==> config.mk <==
export PLATFORM = sky130hd
export DESIGN_NAME = strap_sampler
export DESIGN_NICKNAME = d
export VERILOG_FILES = /design/src/rtl/strap_pkg.sv /design/src/rtl/strap_pwr_sync.sv /design/src/rtl/strap_window_timer.sv /design/src/rtl/strap_capture.sv /design/src/rtl/strap_pin_ctrl.sv /design/src/rtl/strap_sampler.sv
export SDC_FILE = /design/constraint.sdc
export NUM_CORES = 1
export LEC_CHECK = 0
export ABC_CLOCK_PERIOD_IN_PS = 1850
export CORE_MARGIN = 2
export CORE_UTILIZATION = 27
export CTS_CLUSTER_SIZE = 40
export DETAILED_ROUTE_END_ITERATION = 8
export GPL_ROUTABILITY_DRIVEN = 0
export GPL_TIMING_DRIVEN = 0
export SKIP_LAST_GASP = 1
export SYNTH_ARGS = -nofsm -noshare
export SYNTH_HDL_FRONTEND = slang
export SYNTH_SLANG_ARGS = --single-unit
export TNS_END_PERCENT = 30
==> constraint.sdc <==
create_clock -name clk_ref -period 1.85 [get_ports clk_ref]
set_input_delay 0.2775 -clock clk_ref [delete_from_list [all_inputs] [get_ports clk_ref]]
set_output_delay 0.2775 -clock clk_ref [all_outputs]
set_load 0.02 [all_outputs]
==> src/rtl/strap_pkg.sv <==
package strap_pkg;

    localparam int NUM_STRAPS = 5;
    localparam int FSEL_BITS  = 4;
    localparam int MODE_IDX   = 4;

    typedef enum logic {
        SHARED_STOP_IN = 1'b0,
        SHARED_REF_OUT = 1'b1
    } shared_role_e;

    function automatic shared_role_e mode_to_role(input logic mode_bit);
        return mode_bit ? SHARED_REF_OUT : SHARED_STOP_IN;
    endfunction

endpackage

==> src/rtl/strap_pwr_sync.sv <==
// Supply-good release synchroniser: asynchronous clear, synchronous release.
module strap_pwr_sync #(
    parameter int STAGES = 2
) (
    input  logic clk,
    input  logic supply_good,
    output logic run
);
    typedef struct packed {
        logic [STAGES-1:0] sh;
    } state_t;

    state_t st_d, st_q;

    always_comb begin
        st_d    = st_q;
        st_d.sh = {st_q.sh[STAGES-2:0], 1'b1};
    end

    always_ff @(posedge clk or negedge supply_good) begin
        if (!supply_good) st_q <= '0;
        else              st_q <= st_d;
    end

    assign run = st_q.sh[STAGES-1];

    // Once released, the run level holds while supply stays good
    p_run_sticky_r8: assert property (@(posedge clk) disable iff (!supply_good)
        run |=> run);
endmodule

==> src/rtl/strap_window_timer.sv <==
// Counts the sampling window and flags its final cycle.
module strap_window_timer #(
    parameter int WINDOW_CYCLES = 28636
) (
    input  logic clk,
    input  logic rst_n,
    input  logic run,
    output logic window_end,
    output logic done
);
    localparam int CNT_W = (WINDOW_CYCLES > 2) ? $clog2(WINDOW_CYCLES) : 1;
    localparam logic [CNT_W-1:0] LAST = CNT_W'(WINDOW_CYCLES - 1);

    typedef struct packed {
        logic [CNT_W-1:0] cnt;
        logic             done;
    } state_t;

    state_t st_d, st_q;
    logic   at_last;

    always_comb begin
        st_d    = st_q;
        at_last = run && !st_q.done && (st_q.cnt == LAST);
        if (run && !st_q.done) begin
            if (st_q.cnt == LAST) st_d.done = 1'b1;
            else                  st_d.cnt  = st_q.cnt + 1'b1;
        end
    end

    always_ff @(posedge clk or negedge rst_n) begin
        if (!rst_n) st_q <= '0;
        else        st_q <= st_d;
    end

    assign window_end = at_last;
    assign done       = st_q.done;

    p_cnt_bounded_r2: assert property (@(posedge clk) disable iff (!rst_n)
        st_q.cnt <= LAST);
    p_done_sticky_r5: assert property (@(posedge clk) disable iff (!rst_n)
        st_q.done |=> st_q.done);
    p_no_count_before_run_r8: assert property (@(posedge clk) disable iff (!rst_n)
        !run |=> $stable(st_q.cnt));
endmodule

==> src/rtl/strap_capture.sv <==
// Per-pin synchronisers and the strap latch, loaded once per power cycle.
module strap_capture #(
    parameter int N    = 5,
    parameter int SYNC = 2
) (
    input  logic         clk,
    input  logic         rst_n,
    input  logic [N-1:0] pad_in,
    input  logic         capture,
    output logic [N-1:0] strap
);
    logic [N-1:0] pad_sync;

    generate
        for (genvar b = 0; b < N; b++) begin : g_bit
            logic [SYNC-1:0] ff_d, ff_q;
            always_comb ff_d = {ff_q[SYNC-2:0], pad_in[b]};
            always_ff @(posedge clk or negedge rst_n) begin
                if (!rst_n) ff_q <= '0;
                else        ff_q <= ff_d;
            end
            assign pad_sync[b] = ff_q[SYNC-1];
        end
    endgenerate

    typedef struct packed {
        logic [N-1:0] val;
        logic         taken;
    } state_t;

    state_t st_d, st_q;

    always_comb begin
        st_d = st_q;
        if (capture && !st_q.taken) begin
            st_d.val   = pad_sync;
            st_d.taken = 1'b1;
        end
    end

    always_ff @(posedge clk or negedge rst_n) begin
        if (!rst_n) st_q <= '0;
        else        st_q <= st_d;
    end

    assign strap = st_q.val;

    p_strap_hold_r5: assert property (@(posedge clk) disable iff (!rst_n)
        st_q.taken |=> $stable(st_q.val));
    p_single_capture_r5: assert property (@(posedge clk) disable iff (!rst_n)
        st_q.taken |-> !capture);
endmodule

==> src/rtl/strap_pin_ctrl.sv <==
// Output-buffer enables and the shared-pin role decode.
module strap_pin_ctrl
    import strap_pkg::*;
#(
    parameter int N    = 5,
    parameter int MIDX = 4
) (
    input  logic         clk,
    input  logic         rst_n,
    input  logic         latched,
    input  logic [N-1:0] strap,
    output logic [N-1:0] pad_oe,
    output logic         aux_clk_oe,
    output logic         stop_in_en
);
    shared_role_e role;

    always_comb begin
        role       = mode_to_role(strap[MIDX]);
        pad_oe     = {N{latched}};
        aux_clk_oe = latched && (role == SHARED_REF_OUT);
        stop_in_en = latched && (role == SHARED_STOP_IN);
    end

    p_role_exclusive_r6: assert property (@(posedge clk) disable iff (!rst_n)
        !(aux_clk_oe && stop_in_en));
    p_role_needs_latch_r6: assert property (@(posedge clk) disable iff (!rst_n)
        (aux_clk_oe || stop_in_en) |-> (pad_oe != '0));
endmodule

==> src/rtl/strap_sampler.sv <==
module strap_sampler
    import strap_pkg::*;
#(
    parameter int WINDOW_CYCLES = 28636,
    parameter int SYNC_STAGES   = 2
) (
    input  logic                  clk_ref,
    input  logic                  supply_good,
    input  logic [NUM_STRAPS-1:0] pad_in,
    output logic [NUM_STRAPS-1:0] strap_val,
    output logic [NUM_STRAPS-1:0] pad_oe,
    output logic                  ready,
    output logic                  aux_clk_oe,
    output logic                  stop_in_en
);
    logic run;
    logic window_end;
    logic done;

    strap_pwr_sync #(.STAGES(SYNC_STAGES)) u_pwr (
        .clk         (clk_ref),
        .supply_good (supply_good),
        .run         (run)
    );

    strap_window_timer #(.WINDOW_CYCLES(WINDOW_CYCLES)) u_timer (
        .clk        (clk_ref),
        .rst_n      (supply_good),
        .run        (run),
        .window_end (window_end),
        .done       (done)
    );

    strap_capture #(.N(NUM_STRAPS), .SYNC(SYNC_STAGES)) u_cap (
        .clk     (clk_ref),
        .rst_n   (supply_good),
        .pad_in  (pad_in),
        .capture (window_end),
        .strap   (strap_val)
    );

    strap_pin_ctrl #(.N(NUM_STRAPS), .MIDX(MODE_IDX)) u_pins (
        .clk        (clk_ref),
        .rst_n      (supply_good),
        .latched    (done),
        .strap      (strap_val),
        .pad_oe     (pad_oe),
        .aux_clk_oe (aux_clk_oe),
        .stop_in_en (stop_in_en)
    );

    assign ready = done;

    p_oe_gated_r3: assert property (@(posedge clk_ref) disable iff (!supply_good)
        !ready |-> (pad_oe == '0));
    p_ready_after_end_r2: assert property (@(posedge clk_ref) disable iff (!supply_good)
        $rose(ready) |-> $past(window_end));
    p_strap_frozen_r5: assert property (@(posedge clk_ref) disable iff (!supply_good)
        (ready && $past(ready)) |-> $stable(strap_val));
endmodule

Yosys cells after proc, flatten, opt, wreduce, memory -nomap -nowiden --
Index checks and enable logic that the tools add are counted.
Word-level totals: bits in registers 34, bits in latches 0, RAM bits 0, bits in read-only memories 0, input port bits 7, output and inout bits 13, logic and storage cells 24, memories 0
Operators by class: add/subtract/negate cells 1, $mul 0, div/mod/pow operators 0, order comparisons 0, equality and inequality tests 1, shift operators 0, muxes and demuxes 1, bitwise logic cells 2, reductions and logical operators 9
Operator list (count):
- $add 15x1->15 const B | 1
- $eq 15x15->1 const B | 1
- $logic_and 1x1->1 | 5
- $reduce_and 2->1 | 2
- $logic_not 1->1 | 2
- $not 1->1 | 2
- $mux 1 | 1

Logic depth before layout (Yosys ltp) --
Gate-level depths: netlist (run 1).
depth after elaboration 4, mapped depth 5, gate-level depth less buffers 5

Hierarchy --
Synthesis (run 1) repeated with hierarchy kept, for this count alone.
Second synthesis, totals: cell total of the unflattened synthesis 102, area total of the unflattened synthesis 1378.8 µm²
Modules (own cells, without submodules):
- strap_window_timer | times used 1, cells an instance 64, area each 757.0 µm², seq. area each 400.4 µm²
- strap_capture | times used 1, cells an instance 28, area each 514.2 µm², seq. area each 400.4 µm²
- strap_pin_ctrl | times used 1, cells an instance 7, area each 53.8 µm², seq. area each 0.0 µm²
- strap_pwr_sync | times used 1, cells an instance 3, area each 53.8 µm², seq. area each 50.0 µm²

Least setup slack after synthesis (run 1) --
OpenSTA, ideal clock, no wires.
kind reg2reg, start register u_timer.st_q[3] (netlist name), end register u_cap.st_q (netlist bit u_cap.strap[0]), library setup time 0.125 ns, data arrival time 1.843 ns, data required time 1.725 ns, path slack -0.118 ns, cell stages (with the launch flop) 5, path buffers 0, period minus slack after synthesis 1.968 ns, cell sequence dfrtp_1 > nand4bb_1 > or4b_4 > nor4_4 > mux2_2
Between the ends: longest elaborated chain between the ends 3
RTL lines:
- from (decl) | RTL line strap_window_timer.sv:19 | state_t st_d, st_q;
- from (signal assigned) | RTL line strap_window_timer.sv:33 | else st_q <= st_d;
- $eq 15x15->1 | RTL line strap_window_timer.sv:24 | at_last = run && !st_q.done && (st_q.cnt == LAST);
- $logic_and 1x1->1 | RTL line strap_window_timer.sv:24
- $logic_and 1x1->1 | RTL line strap_capture.sv:35 | if (capture && !st_q.taken) begin
- to (signal assigned) | RTL line strap_capture.sv:43 | else st_q <= st_d;
- to (decl) | RTL line strap_capture.sv:31 | state_t st_d, st_q;
Every way passes these cells. A chain may end at the register's enable or synchronous reset.

Worst setup path in the final report (run 1) --
start register u_timer.st_q[3] (netlist name), end register u_cap.st_q (netlist bit u_cap.strap[4])
The elaborated chain is that of the path after synthesis.

==> results.cfg, run 1 <==
[drt]
via_per_inst = 4.19
totalWireLength_mm = 2.26
via_count = 871
wl_per_cell_um = 10.9
drt_iter0_markers = 36
firstDrtPassIters = 4
ant_nets = 0
drc = 0

[power_and_ir_drop]
p_int_uw = 1540
swShare = 0.231
power_frac_comb = 0.122
clkPwrFrac = 0.420
total_power_uw = 2010
power_frac_seq = 0.457
switchingPower_uw = 464
ir_drop_uv = 292
power.density_mw_per_mm2 = 1080
p_leak_uw = 0.000824

[clocking]
cts_buffer_depth = 2
htreeDepth = 2
cts_hold_buffers = 0
clk_pin_slew_ns = 0.07
clk_latency_ns = 0.29
cts_inserted_buffers = 5
root_buffer = clkbuf_8
cts_tree = yes
cts_sinks = 34

[critical_path]
crit_fanout = 5
start_kind = flip-flop
cpMaxStageDelayCell = or4b_4
ff2ff_path_depth = 5
worstPathCellList = nand4bb_4, or4b_4, nor4_4, buf_4, mux2_2
critical_path_required_ns = 2.02
endpoint_kind = flip-flop
critPathKind = flip-flop to flip-flop
slowest_delay_ns = 0.52
cp.depth = 5
path_buf_inv = 1
path_delay_family = simple AND/OR/NAND/NOR gates
arrival_ns = 2.07

[die]
start_util = 0.276
die_area_sq_mm = 0.00570
coreArea_sq_mm = 0.00501
die_w_um = 75.5
ios = 20
die_h_um = 75.5
rows = 26

[logic_synthesis]
synth.distinct_cells = 25
ys_async_sr_fraction = 1.00
syn_inst = 106
synth-edff-count = 0
syn_avg_cell_area_sq_um = 13.0
synth_seq_area_share = 0.616
synth_top_area_cell = dfrtp_1
syn_area_sq_mm = 0.00138
syn_nets = 114
synth.most_common_cell = dfrtp_1
synthFlopType = dfrtp_1
synth.top_cell.area_share = 0.616
synthTopCellsByArea = dfrtp_1, buf_4, mux2_2
synth.ff_latch_count = 34
synthTopCellsByCount = dfrtp_1, buf_4, xnor2_1, xor2_1
synth_warnings = 0

[sta]
hold_violations = 0
finalCritPeriodShare = 1.02
max_slew.worst_pin.slew_ns = 0.712
rsz0062_at_grt = yes
fin_ws_ns = -0.0409
fmax_ghz = 0.529
min_period_ns = 1.89
slew_violations = 0
finalClockSkew_ns = 0.00440
final-setup-viol-count = 5
slew_headroom = 0.525

[placement]
pre_cts_slack_ns = -0.181
dp_hpwl_mm = 1.60
port_buffers = 19
place_inst = 195

[global_route]
overflow = 0
antenna_found_initial = 0
grt_pass1_vias = 896
grt_pass1_wl_mm = 3.97
grtUsageTotal = 0.0964
grt_max_degree = 35

[final_layout]
nNetsFinal = 145
area_growth_pct = 34.6
fin_cells = 208
drive_gt1_frac = 0.275
antenna_cells_inserted = 0

[run_status]
status = complete, but fails checks
violations = negative setup slack

[hold_path]
hold_class = primary input to async pin

[run]
drv_cap = 0
==> power groups by stage <==
stage	Sequential [uW]	Combinational [uW]	Clock, uW
2_1_floorplan	907	124	0
3_3_place_gp	920	169	0
3_5_place_dp	928	178	0
4_1_cts	904	229	861
5_1_grt	929	283	900
6_report	919	245	845
==> cells by family after synthesis <==
logic type / share of synthesized area
xor gates and xnor gates: 0.0888
adders and majority gates: 0.00906
buffers and inverters: 0.0571
DFF: 0.616
muxes: 0.0489
other: 0.00271
and+or+nand+nor: 0.178
==> per-layer routing <==
layer  track usage  up-vias  wire length (um)
met2         0.154       24              1140
met1         0.104      428               917
met3        0.0344        9               112
met4        0.0741        0                90
li1              -      410                 -
met5             0        -                 0
==> cells in the final DEF (no fill, tap or decap), types with 2 or more instances in the layout <==
master,synthesis,routed
dfrtp_1,34,33
clkdlybuf4s50_1,0,18
buf_4,10,15
xor2_1,7,7
xnor2_1,7,7
mux2_2,6,6
nand2_1,6,6
clkbuf_8,0,6
nand3_1,5,5
nor2_1,5,5
nand4_1,4,4
and2_1,2,2
nor2b_1,2,2
nor4_1,2,2
nand2b_1,3,2
nor3_1,2,2
bufinv_16,0,2
==> metrics by stage <==
step	instance area [sq um]	TNS, ns	utilization	hold WS (ns)
final	1860	-0.173	0.371	0.0357
after global routing	1860	-1.06	0.371	0.111
after CTS	1840	-0.271	0.366	0.0664
after detailed placement	1660	-0.856	0.332	0.335
after global placement	1670	-3.84	0.333	0.334
after floorplan	1390	0	-	-0.0181
==> final timing paths <==
kind	endpoint	from	slack, ns
min in group clk_ref	u_pwr.st_q[1]$_DFF_PN0_	u_pwr.st_q[0]$_DFF_PN0_	0.34
worst min register to register	u_pwr.st_q[1]$_DFF_PN0_	u_pwr.st_q[0]$_DFF_PN0_	0.34
worst max register to register	u_cap.strap[4]$_DFFE_PN0P_	u_timer.st_q[3]$_DFFE_PN0P_	-0.04
worst max-delay path	u_cap.strap[4]$_DFFE_PN0P_	u_timer.st_q[3]$_DFFE_PN0P_	-0.04
worst min-delay path	u_timer.st_q[8]$_DFFE_PN0P_	supply_good	0.04
max in group asynchronous	u_timer.done$_DFFE_PN0P_	supply_good	1.32
==> worst reg2reg max path, cell delays in order (launching register included) <==
cell and delay (ns):
dfrtp_1 0.38, nand4bb_4 0.23, or4b_4 0.52, nor4_4 0.14, buf_4 0.18, mux2_2 0.34
==> repair_timing <==
| item | CTS | global route |
|---|---|---|
| setup buffers | 4 | 1 |
| setup endpoints to repair | 7 | 11 |
| pin swaps | 0 | 0 |
| gates cloned | 0 | 0 |
| resized for setup | 0 | 1 |
==> registers in the layout, summed over array words and instances (netlist names) <==
| register | cells |
|---|---|
| u_cap.g_bit.ff_q | 10 |
| u_cap.st_q | 1 |
| u_cap.strap | 5 |
| u_pwr.st_q | 2 |
| u_timer.done | 1 |
| u_timer.st_q | 15 |
==> final cells by class <==
cell class	instances	area, sq um
sequential	34	852
clock buffer	6	82.6
buffer	10	75.1
tap	70	87.6
fill	502	3150
clock inverter	2	60.1
inverter	1	3.75
timing repair buffer	24	223
multi-input combinational	61	475
Note: power is estimated with default switching activity, not from simulation.
==> run 2: changes to the inputs <==
--- a/config.mk
+++ b/config.mk
@@ -10,10 +10,10 @@
 export CORE_UTILIZATION = 27
 export CTS_CLUSTER_SIZE = 40
 export DETAILED_ROUTE_END_ITERATION = 8
-export GPL_ROUTABILITY_DRIVEN = 0
 export GPL_TIMING_DRIVEN = 0
 export SKIP_LAST_GASP = 1
 export SYNTH_ARGS = -nofsm -noshare
 export SYNTH_HDL_FRONTEND = slang
+export SYNTH_HIERARCHICAL = 1
 export SYNTH_SLANG_ARGS = --single-unit
 export TNS_END_PERCENT = 30
==> run 2 against run 1 <==
The flow still finishes with violations (negative setup slack); critical endpoint is now u_cap/strap[4]$_DFFE_PN0P_; sequential share of layout area is 1.1 points higher; global-route usage up 0.095 points; clock skew barely moved; maximum frequency is 20% lower; synthesized cell count decreased by 3.8%; clock-buffer cell count fell by 1; flip-flop and latch count unchanged; largest power group unchanged.
==> results.cfg, run 2 <==
[drt]
via_per_inst = 4.04
ant_nets = 0
drt_iter0_markers = 31
totalWireLength_mm = 2.35
via_count = 825
drc = 0
firstDrtPassIters = 4
wl_per_cell_um = 11.5

[final_layout]
area_growth_pct = 31.7
nNetsFinal = 141
largest_reg_flops = 15
top_register = u_timer/st_q
final_cell_mix = dfrtp_1, clkdlybuf4s50_1, buf_4
final_common_cell = dfrtp_1
final_area_sq_mm = 0.00182
antenna_cells_inserted = 0
drive_gt1_frac = 0.299
fin_cells = 204

[placement]
dp_hpwl_mm = 1.61
port_buffers = 19
post_dp_cell_area_sq_mm = 0.00166
globalplace.congestion = 0.769
place_inst = 191

[sta]
tns_ns = -3.40
finalClockSkew_ns = 0.00434
min_period_ns = 2.36
max_slew.worst_pin.slew_ns = 0.732
slew_violations = 0
final-setup-viol-count = 16
hold_violations = 0
fin_ws_ns = -0.511
finalCritPeriodShare = 1.28
rsz0062_at_grt = yes
fmax_ghz = 0.424
slew_headroom = 0.512

[die]
die_h_um = 75.5
start_util = 0.275
die_w_um = 75.5
ios = 20
rows = 26
die_area_sq_mm = 0.00569
coreArea_sq_mm = 0.00501

[logic_synthesis]
synthTopCellsByArea = dfrtp_1, xnor2_1, buf_4
synth_warnings = 6
synth-edff-count = 0
synth_top_area_cell = dfrtp_1
synth_seq_area_share = 0.617
syn_area_sq_mm = 0.00138
ys_async_sr_fraction = 1.00
synthFlopType = dfrtp_1
syn_nets = 110
syn_avg_cell_area_sq_um = 13.5
synthTopCellsByCount = dfrtp_1, xnor2_1, buf_4
synth.most_common_cell = dfrtp_1
synth.ff_latch_count = 34
syn_inst = 102
synth.distinct_cells = 30
synth.top_cell.area_share = 0.617

[clocking]
cts_sinks = 34
cts_buffer_depth = 2
cts_inserted_buffers = 5
root_buffer = clkbuf_8
htreeDepth = 2
clk_pin_slew_ns = 0.07
cts_hold_buffers = 0
cts_tree = yes
clk_latency_ns = 0.29

[critical_path]
endpoint_kind = flip-flop
start_kind = flip-flop
critPathKind = flip-flop to flip-flop
critical_path_required_ns = 2.02
crit_fanout = 5
arrival_ns = 2.53

[power_and_ir_drop]
total_power_uw = 1830
power.density_mw_per_mm2 = 1010
ir_drop_uv = 396
p_leak_uw = 0.000816

[run]
drv_cap = 0

[global_route]
grt_pass1_vias = 831
antenna_found_initial = 0
overflow = 0
grtUsageTotal = 0.0973
grt_pass1_wl_mm = 3.95
grt_max_degree = 35

[run_status]
status = complete, but fails checks
violations = negative setup slack

[hold_path]
hold_class = primary input to async pin
[run 2: cell types whose count changed after synthesis, sizes merged, moves of 2 or more]
cell / delta
inv: +2
nand3: -2
nor2: -4
xnor2: +5
nand4: +3
xor2: -6
nand2b: -3
nor4: -3
[run 2: through the flow]
stage	hold slack (ns)	util	worst slack (ns)
final	0.0475	0.362	-0.511
after CTS	0.352	0.362	-0.497
after detailed placement	0.335	0.332	-0.550
after floorplan	-0.0181	-	-0.405
after global routing	0.0939	0.362	-0.592
after global placement	0.333	0.332	-0.512
[run 2: cells by family (layout without fill, tap and decap cells)]
| family | count (synthesis) | count (layout) | synth area share |
|---|---|---|---|
| buffers and inverters | 14 | 46 | 0.0653 |
| adders and majority gates | 1 | 1 | 0.00907 |
| and+or+nand+nor | 31 | 31 | 0.159 |
| AOI/OAI and AO/OA | 1 | 1 | 0.00545 |
| xor gates and xnor gates | 13 | 13 | 0.0826 |
| DFF | 34 | 34 | 0.617 |
| muxes | 7 | 7 | 0.0590 |
| other | 1 | 1 | 0.00272 |
[run 2: what timing repair did]
| item | 4_1_cts | 5_1_grt |
|---|---|---|
| endpoints found under the setup margin | 14 | 18 |
| resized for setup | 2 | 0 |
| pin swaps | 1 | 0 |
| setup buffers | 4 | 1 |
[run 2: per-layer routing]
layer | vias to the layer above | global-route usage | part of all wire | wire [um]
met2 | 17 | 0.160 | 0.53 | 1250
met1 | 413 | 0.110 | 0.43 | 1020
met5 | - | 0 | 0 | 0
met3 | 2 | 0.0397 | 0.030 | 71
met4 | 0 | 0.0468 | 0.0051 | 12
li1 | 393 | - | - | -
[run 2: path summary, 6_finish.rpt]
kind	from	cells past startpoint	end	slack, ns
hold reg to reg	u_pwr/st_q[0]$_DFF_PN0_	0	u_pwr/st_q[1]$_DFF_PN0_	0.35
min in group clk_ref	u_pwr/st_q[0]$_DFF_PN0_	0	u_pwr/st_q[1]$_DFF_PN0_	0.35
setup reg to reg	u_timer/st_q[13]$_DFFE_PN0P_	5	u_cap/strap[4]$_DFFE_PN0P_	-0.51
max in group asynchronous	supply_good	1	u_timer/st_q[3]$_DFFE_PN0P_	1.29
hold / removal	supply_good	1	u_cap/g_bit[2].ff_q[0]$_DFF_PN0_	0.05
setup / recovery	u_timer/st_q[13]$_DFFE_PN0P_	5	u_cap/strap[4]$_DFFE_PN0P_	-0.51
[run 2: layout make-up]
cell class,count,area [sq um]
clock inverters,3,45.0
clock buffers,5,68.8
repair buffers,24,223
well taps,70,87.6
inverters,3,11.3
flip-flops and latches,34,852
multi-input cells,54,449
plain buffers,11,78.8
fillers,519,3190
[run 2: worst max-delay path, cell delays in order, from the launching register on]
cell	delay, ns
dfrtp_1	0.40
or4b_1	0.52
or4_4	0.58
nor3_4	0.15
nor2b_4	0.24
mux2_2	0.35
[run 2: where the power goes]
group	internal (uW)	total, uW	switching [uW]
registers	830	905	74.8
logic	130	244	115
clock network	400	678	278
==> run 3: changes to the inputs <==
--- a/config.mk
+++ b/config.mk
@@ -6,6 +6,7 @@
 export NUM_CORES = 1
 export LEC_CHECK = 0
 export ABC_CLOCK_PERIOD_IN_PS = 1850
+export CORE_ASPECT_RATIO = 1.75
 export CORE_MARGIN = 2
 export CORE_UTILIZATION = 27
 export CTS_CLUSTER_SIZE = 40
==> run 3 against run 2 <==
The flow still finishes with violations (negative setup slack); hold slack gained 0.012 ns; final cell count fell by 8.3%; non-clock buffer count fell by 1; register-to-register slack improved by 0.03 ns; combinational power grew 3%; sequential share of layout area increased by 1.2 points; clock-buffer cell count is 1 higher; maximum frequency is 1.3% higher; routed wire length shrank 1.9%; setup slack improved by 0.031 ns; sequential power hardly changed; critical path type unchanged.
==> results.cfg, run 3 (synthesized netlist as in run 2, its figures left out) <==
[sta]
max_slew.worst_pin.slew_ns = 0.743
hold_slack_ns = 0.0597
fmax_ghz = 0.429
fin_ws_ns = -0.480
rsz0062_at_grt = yes
finalCritPeriodShare = 1.26
final-setup-viol-count = 15
finalClockSkew_ns = 0.00167
hold_violations = 0
slew_violations = 0
min_period_ns = 2.33
slew_headroom = 0.505

[final_layout]
final_area_sq_mm = 0.00177
drive_gt1_frac = 0.293
top_register = u_timer/st_q
largest_reg_flops = 15
final_common_cell = dfrtp_1
n_fill_cell = 477
nNetsFinal = 140
area_growth_pct = 28.3
final_cell_mix = dfrtp_1, clkdlybuf4s50_1, buf_4
antenna_cells_inserted = 0

[hold_path]
hold_class = primary input to async pin

[global_route]
antenna_found_initial = 0
grt_max_degree = 35
grtUsageTotal = 0.0947
overflow = 0
grt_pass1_vias = 896
grt_pass1_wl_mm = 4.06

[drt]
firstDrtPassIters = 4
drt_iter0_markers = 5
ant_nets = 0
drc = 0
wl_per_cell_um = 12.3
via_count = 802
totalWireLength_mm = 2.30
via_per_inst = 4.29

[clocking]
clk_latency_ns = 0.28
root_buffer = clkbuf_8
cts_tree = yes
cts_sinks = 34
clk_pin_slew_ns = 0.07
cts_buffer_depth = 2
htreeDepth = 2
cts_hold_buffers = 0
cts_inserted_buffers = 5

[placement]
globalplace.congestion = 0.720
dp_hpwl_mm = 1.66
post_dp_cell_area_sq_mm = 0.00164
port_buffers = 19

[critical_path]
endpoint_kind = flip-flop
arrival_ns = 2.49
rr_startpoint = u_timer/st_q[13]$_DFFE_PN0P_
start_kind = flip-flop
critical_path_required_ns = 2.01
crit_fanout = 5
regToRegSetupSlack_ns = -0.48
rr_endpoint = u_cap/strap[3]$_DFFE_PN0P_
critPathKind = flip-flop to flip-flop
ff2ff_path_depth = 5

[die]
die_w_um = 58.0
rows = 34
die_h_um = 98.5
start_util = 0.279
ios = 20
die_area_sq_mm = 0.00572
coreArea_sq_mm = 0.00493

[run_status]
status = complete, but fails checks
violations = negative setup slack

[power_and_ir_drop]
power.density_mw_per_mm2 = 969
ir_drop_uv = 450
p_leak_uw = 0.000807

[run]
drv_cap = 0
run 3: final cells by class:
| type | instances | area, sq um | share of cell area |
|---|---|---|---|
| Multi-Input combinational cell | 54 | 449 | 0.254 |
| Tap cell | 54 | 67.6 | 0.0382 |
| Timing Repair Buffer | 23 | 215 | 0.122 |
| Clock inverter | 2 | 12.5 | 0.00707 |
| Buffer | 11 | 78.8 | 0.0446 |
| Inverter | 3 | 11.3 | 0.00636 |
| Clock buffer | 6 | 82.6 | 0.0467 |
| Sequential cell | 34 | 852 | 0.482 |
run 3: worst max-delay path, cell delays in order (launching register included):
cell and delay (ns):
dfrtp_1 0.38, or4b_1 0.52, or4_4 0.57, nor3_4 0.14, nor2b_4 0.25, mux2_2 0.36
run 3: report_power, final:
| part | internal (uW) | leakage [uW] | switching [uW] | total, uW |
|---|---|---|---|---|
| combinational | 132 | 0.000325 | 119 | 251 |
| sequential | 830 | 0.000434 | 74.4 | 904 |
| clock | 299 | 0.0000472 | 260 | 559 |
run 3: stage by stage:
step / setup slack, ns / total power, uW / utilization / TNS, ns / instances
after floorplan: -0.405 / 1050 / - / -2.12 / 102
after global placement: -0.511 / 1120 / 0.333 / -5.60 / 175
after detailed placement: -0.575 / 1140 / 0.332 / -3.03 / 175
after CTS: -0.515 / 1740 / 0.359 / -3.51 / 187
after global routing: -0.562 / 1820 / 0.359 / -4.52 / 187
final: -0.480 / 1710 / 0.359 / -2.99 / 187
run 3: what timing repair did:
item	4_1_cts	5_1_grt
buffers inserted	4	0
gates resized for setup	2	0
pin swaps	1	1
setup endpoints to repair	14	19
run 3: worst max path at each step:
stage                                       from                          to  slack [ns]
floorplan           u_timer/st_q[13]$_DFFE_PN0P_  u_cap/strap[0]$_DFFE_PN0P_       -0.40
global placement    u_timer/st_q[13]$_DFFE_PN0P_  u_cap/strap[0]$_DFFE_PN0P_       -0.51
detailed placement  u_timer/st_q[13]$_DFFE_PN0P_  u_cap/strap[3]$_DFFE_PN0P_       -0.57
CTS                 u_timer/st_q[13]$_DFFE_PN0P_  u_cap/strap[3]$_DFFE_PN0P_       -0.51
global route        u_timer/st_q[13]$_DFFE_PN0P_  u_cap/strap[3]$_DFFE_PN0P_       -0.56
finish              u_timer/st_q[13]$_DFFE_PN0P_  u_cap/strap[3]$_DFFE_PN0P_       -0.48
run 3: layer usage:
| metal | track usage | vias to the layer above | part of all wire |
|---|---|---|---|
| met5 | 0 | - | 0 |
| met4 | 0.0483 | 0 | 0.022 |
| met3 | 0.0276 | 4 | 0.037 |
| met2 | 0.165 | 15 | 0.57 |
| met1 | 0.100 | 392 | 0.37 |
| li1 | - | 391 | - |
